File: src/rtl/wide_reg_bridge.sv
module wide_reg_bridge #(
  parameter int DATA_W = 32,
  parameter int ADDR_W = 3,
  parameter logic [DATA_W-1:0] RESET_VAL = '0
) (
  input  logic              clk,
  input  logic              rst_n,
  input  logic [ADDR_W-1:0] bus_addr,
  input  logic [7:0]        bus_wdata,
  input  logic              bus_we,
  input  logic              bus_re,
  output logic [7:0]        bus_rdata,
  output logic [DATA_W-1:0] reg_q,
  input  logic [DATA_W-1:0] reg_live
);
  localparam int NB = DATA_W / 8;
  localparam int NT = NB - 1;

  logic [31:0]     a;
  logic [NT*8-1:0] hold;
  logic [7:0]      rd_mux;

  assign a = 32'(bus_addr);

  wire wr_top = bus_we && (a == 32'(NB - 1));
  wire rd_low = bus_re && (a == 32'd0);

  always_ff @(posedge clk) begin
    if (!rst_n) begin
      hold <= '0;
    end else begin
      for (int j = 0; j < NT; j++) begin
        if (bus_we && (a == 32'(j) || a == 32'(NB + j)))
          hold[8*j +: 8] <= bus_wdata;
        else if (rd_low)
          hold[8*j +: 8] <= reg_live[8*(j+1) +: 8];
      end
    end
  end

  always_ff @(posedge clk) begin
    if (!rst_n)
      reg_q <= RESET_VAL;
    else if (wr_top)
      reg_q <= {bus_wdata, hold};
  end

  always_comb begin
    rd_mux = 8'h00;
    if (a == 32'd0) rd_mux = reg_live[7:0];
    for (int j = 0; j < NT; j++) begin
      if (a == 32'(j + 1) || a == 32'(NB + j))
        rd_mux = hold[8*j +: 8];
    end
  end

  always_ff @(posedge clk) begin
    if (!rst_n)
      bus_rdata <= 8'h00;
    else if (bus_re)
      bus_rdata <= rd_mux;
  end
endmodule

File: config.mk
export PLATFORM = sky130hd
export DESIGN_NAME = wide_reg_bridge
export DESIGN_NICKNAME = d
export VERILOG_FILES = /design/src/rtl/wide_reg_bridge.sv
export SDC_FILE = /design/constraint.sdc
export NUM_CORES = 1
export LEC_CHECK = 0
export CAP_MARGIN = 40
export CELL_PAD_IN_SITES_DETAIL_PLACEMENT = 0
export CELL_PAD_IN_SITES_GLOBAL_PLACEMENT = 1
export CORE_AREA = 4 4 105 107
export DETAILED_ROUTE_END_ITERATION = 8
export DIE_AREA = 0 0 109 111
export PLACE_DENSITY_LB_ADDON = 0.25
export SLEW_MARGIN = 30
export SYNTH_ARGS = -nofsm -noshare
export SYNTH_HDL_FRONTEND = slang
export SYNTH_SLANG_ARGS = --single-unit
File: constraint.sdc
create_clock -name clk -period 1.9 [get_ports clk]
set_input_delay 0.475 -clock clk [delete_from_list [all_inputs] [get_ports clk]]
set_output_delay 0.475 -clock clk [all_outputs]
set_load 0.05 [all_outputs]
**Yosys cells after proc, flatten, opt, wreduce, memory -nomap -nowiden**

Index checks and enable logic that the tools add are counted.

- Add/sub/neg operators: 0
- $mul: 0
- Div/mod/pow operators: 0
- Order comparisons: 0
- Eq/ne operators: 6
- Shifts and indexed selects: 0
- Mux-type cells: 10
- Bitwise gates (word level): 0
- Reduce and logical (&&, ||, !) cells: 15

Operators with widths:

| operator | number |
|---|---|
| 2-to-1 mux 8 bit | 10 |
| zero test 32 bit | 1 |
| == test 3 bit, second input constant | 3 |
| == test 3 x 2 -> 1 bit, second input constant | 2 |
| logical OR 1 bit | 6 |
| nonzero test 2 bit | 3 |
| logical AND 1 bit | 5 |
| == test 3 x 1 -> 1 bit, second input constant | 1 |

- Register bits after elaboration: 64
- Bits in latches: 0
- Memory bits (writable): 0
- ROM bits: 0
- Input bits: 47
- Output and inout bits: 40
- Logic and storage cells: 36
- Memories kept: 0

**Depth between registers and ports, before layout**

- Depth after elaboration: 5
- Mapped depth: 7

**Worst setup path before layout**

Ideal clock, no wire load.

- Kind: input to register
- From: input port bus_re
- To: register hold[22]
- Arrival: 1.506 ns
- Slack: 0.278 ns
- Stages: 6
- Buffers on the path: 2
- Cell sequence: buf_4 or3b_1 a21oi_4 buf_6 nand2_1 o211a_1

- Word-level cells in the longest chain between the ends: 2

Ends and longest elaborated chain:

| item | line | RTL |
|---|---|---|
| from (decl) | 11 | `input logic bus_re,` |
| logical AND 1 bit | 26 | `wire rd_low = bus_re && (a == 32'd0);` |
| nonzero test 2 bit (no line) | - |  |
| to (signal, indexed assignment) | 34 | `hold[8*j +: 8] <= bus_wdata;` |
| to (signal, indexed assignment) | 36 | `hold[8*j +: 8] <= reg_live[8*(j+1) +: 8];` |
| to (decl) | 20 | `logic [NT*8-1:0] hold;` |

Every way passes these cells.
A chain may end at the register's enable or synchronous reset.

**Final worst setup path**

- From: input port bus_addr[0]
- To: register reg_q[9]

- Word-level cells in the longest chain between the ends: 2

Ends and longest elaborated chain:

| item | line | RTL |
|---|---|---|
| from (decl) | 8 | `input logic [ADDR_W-1:0] bus_addr,` |
| == test 3 x 2 -> 1 bit | 25 | `wire wr_top = bus_we && (a == 32'(NB - 1));` |
| logical AND 1 bit | 25 |  |
| to (signal assigned) | 45 | `reg_q <= {bus_wdata, hold};` |
| to (decl) | 13 | `output logic [DATA_W-1:0] reg_q,` |

Every way passes these cells.

==> results.sh <==
export IMPL_relSlewSlack_pct=70.48
export IMPL_antenna_left=0
export IMPL_antenna_found_initial=0
export IMPL_power_switching_w=0.0008450
export IMPL_syn_avg_cell_area_um2=8.965
export IMPL_hold_depth=2
export IMPL_power_per_cell_area_nw_per_um2=700.1
export IMPL_worstHoldPathType="reg -> reg"
export IMPL_yosys_area_top_type="dfxtp_1"
export IMPL_vias_per_cell=4.703
export IMPL_grt_pass1_vias=2817
export IMPL_cts_tree="yes"
export IMPL_final_hold_violation_count=0
export IMPL_crit_arrival_ns=2.09
export IMPL_n_fill_cell=1045
export IMPL_outcome="finished clean"
export IMPL_start_kind="input pin"
export IMPL_clkPwrFrac_pct=33.6
export IMPL_worstPathMaxFanout=6
export IMPL_met2_usage_pct=26.95
export IMPL_comb_power_share_pct=18.1
export IMPL_firstDrtPassIters=4
export IMPL_diodes=0
export IMPL_p_int_w=0.002150
export IMPL_path_clk_slew_ns=0.07
export IMPL_portBuffers=86
export IMPL_synthTopCellsByArea="dfxtp_1 (43%), nand2_1 (13%), mux2i_1 (8.7%), o211a_1 (8.0%), a21boi_0 (6.8%)"
export IMPL_synth_edff_count=0
export IMPL_place_ws_ns=-0.3048
export IMPL_cts_sinks=64
export IMPL_rsz0062_at_grt="yes"
export IMPL_cp_end_kind="flip-flop"
export IMPL_place_congestion=0.8367
export IMPL_path_class="in -> reg"
export IMPL_clock_path_buffers=2
export IMPL_grt_max_degree=27
export IMPL_required_ns=2.17
export IMPL_reg2regPathDepth=4
export IMPL_drtIter0Drc=121
export IMPL_fin_crit_sh_pct=96.17
export IMPL_fp_dieH_um=111
export IMPL_fp_coreArea_um2=10140
export IMPL_nNetsFinal=488
export IMPL_grt_ovfl_total=0
export IMPL_netlist_instances=333
export IMPL_grt_pass1_wl_mm=15.40
export IMPL_use_met1_pct=21.90
export IMPL_io_pins=87
export IMPL_finalSetupViolations=0
export IMPL_syn2layout_area_growth_pct=43.29
export IMPL_synth_cell_types=34
export IMPL_fin_skew_ns=0.006618
export IMPL_use_met3_pct=3.727
export IMPL_fp_dieW_um=109
export IMPL_htreeDepth=3
export IMPL_maxCapViolCount=0
export IMPL_rows=37
export IMPL_grt_busiest_layer="met2"
export IMPL_fin_setup_tns_ns=0
export IMPL_fmax_mhz=547.3
export IMPL_start_util_pct=29.45
export IMPL_async_reset_ff_share_pct=0
export IMPL_dieArea_um2=12100
export IMPL_place_hpwl_mm=7.282
export IMPL_final_min_clock_period_ns=1.827
export IMPL_synth_ff_type="dfxtp_1"
export IMPL_p_leak_nw=1.972
export IMPL_yosysWarnings=0
export IMPL_synth_area_um2=2985
export IMPL_wl_mm=9.728
export IMPL_seq_power_share_pct=48.3
export IMPL_multi_input_area_um2=1559
export IMPL_fin_ws_ns=0.07280
export IMPL_post_route_drc_count=0
export IMPL_yosysTopAreaCellShare_pct=42.92
export IMPL_via_count=2728
export IMPL_slew_violations=0
export IMPL_clockRootBuffer="clkbuf_8"
export IMPL_cts_buffers_inserted=9
export IMPL_grtUsageTotal_pct=16.70
export IMPL_syn_nets=380
export IMPL_drive_gt1_share_pct=22.97
export IMPL_tightest_slew_ns=0.4428
export IMPL_final_seq_area_um2=1281
export IMPL_ys_seq_elements=64
export IMPL_clock_latency_ns=0.34
export IMPL_peakVddDrop_uv=418.9
export IMPL_swShare_pct=28.21
export IMPL_wl_per_cell_um=16.77
export IMPL_yosysSeqAreaShare_pct=42.92
[routing by layer]
metal | share of wire (%) | up-vias
met5 | 0 | -
met4 | 1.0 | 0
met3 | 4.6 | 7
met2 | 49 | 63
met1 | 45 | 1270
li1 | - | 1388
[placed cells by master (no fill, tap or decap), types with 2 or more instances in the layout]
cell type	n
a21boi_0	24
a21boi_1	8
a21o_1	6
a21oi_1	2
a21oi_4	2
a221oi_1	6
a22oi_1	6
a31oi_1	7
buf_12	4
buf_2	2
buf_4	71
buf_6	3
clkbuf_8	10
clkdlybuf4s50_1	45
clkinv_2	3
dfxtp_1	64
mux2i_1	26
nand2_1	101
nand3b_1	2
nor2_1	2
o211a_1	24
o21ai_0	7
o22ai_1	2
[kinds of logic (layout without fill, tap and decap cells)]
group / after synthesis / count (layout) / share of synthesized area (%)
compound gates: 98 / 98 / 26.40
xor+xnor: 1 / 1 / 0.5450
buf+inv: 28 / 139 / 5.197
flops: 64 / 64 / 42.92
mux: 26 / 26 / 8.718
simple gates: 116 / 116 / 16.22
[flip-flops by register name, summed over array words and instances, names as in the netlist]
register / count
reg_q: 32
hold: 24
bus_rdata: 8
[through the flow]
step	util, %	area (µm²)	hold slack [ns]	total power (W)	cells
floorplan	-	2985	0.4436	0.001747	333
global placement	40.01	4056	0.4470	0.002008	562
detailed placement	40.01	4056	0.4459	0.002011	562
CTS	41.59	4217	0.4549	0.003033	576
global route	42.19	4278	0.4792	0.003141	580
finish	42.19	4278	0.4527	0.002995	580
[final cells by class]
type	instances	share of cell area, %
multi-input cells	241	36.44
flip-flops and latches	64	29.95
repair buffers	125	25.88
well taps	136	3.978
clock buffers	10	3.217
clock inverters	4	0.5265
[power groups by stage]
stage	logic [W]	registers, W	clock network, W
after floorplan	0.000222	0.00153	0
after global placement	0.000530	0.00148	0
after detailed placement	0.000532	0.00148	0
after CTS	0.000534	0.00145	0.00105
after global routing	0.000586	0.00146	0.00110
final	0.000542	0.00145	0.00101
[worst paths after layout]
| path | start | to | slack, ns |
|---|---|---|---|
| hold / removal | reg_q[6] | reg_q[6] | 0.45 |
| hold reg to reg | reg_q[6] | reg_q[6] | 0.45 |
| setup / recovery | bus_addr[0] | reg_q[9] | 0.07 |
| setup reg to reg | hold[1] | bus_rdata[1] | 0.69 |
[repair_timing]
| action | 4_1_cts | 5_1_grt |
|---|---|---|
| endpoints found under the setup margin | 0 | 37 |
| buffers inserted | 0 | 3 |
| resized for setup | 0 | 9 |
| hold buffers | 0 | 0 |
[worst max-delay path: stages]
cell and delay [ns]:
clkdlybuf4s50_1 0.48, buf_4 0.16, buf_4 0.14, nand2_2 0.08, nor3b_4 0.22, buf_4 0.17
buf_2 0.16, nand2_1 0.07, a21boi_0 0.14
[cells in the mapped netlist, types with 2 or more instances]
| library cell | instances |
|---|---|
| dfxtp_1 | 64 |
| buf_4 | 3 |
| a21boi_0 | 27 |
| buf_2 | 13 |
| o22ai_1 | 2 |
| a21o_1 | 6 |
| a22oi_1 | 6 |
| a31oi_1 | 7 |
| a21boi_1 | 5 |
| nand2_1 | 102 |
| a21oi_4 | 2 |
| o211a_1 | 24 |
| clkbuf_1 | 9 |
| o21a_1 | 2 |
| mux2i_1 | 26 |
| buf_6 | 3 |
| nor2_1 | 2 |
| a221oi_1 | 6 |
| o21ai_0 | 7 |
| nand3b_1 | 2 |
| a21oi_1 | 2 |
Power figures use the tool's default switching activity.
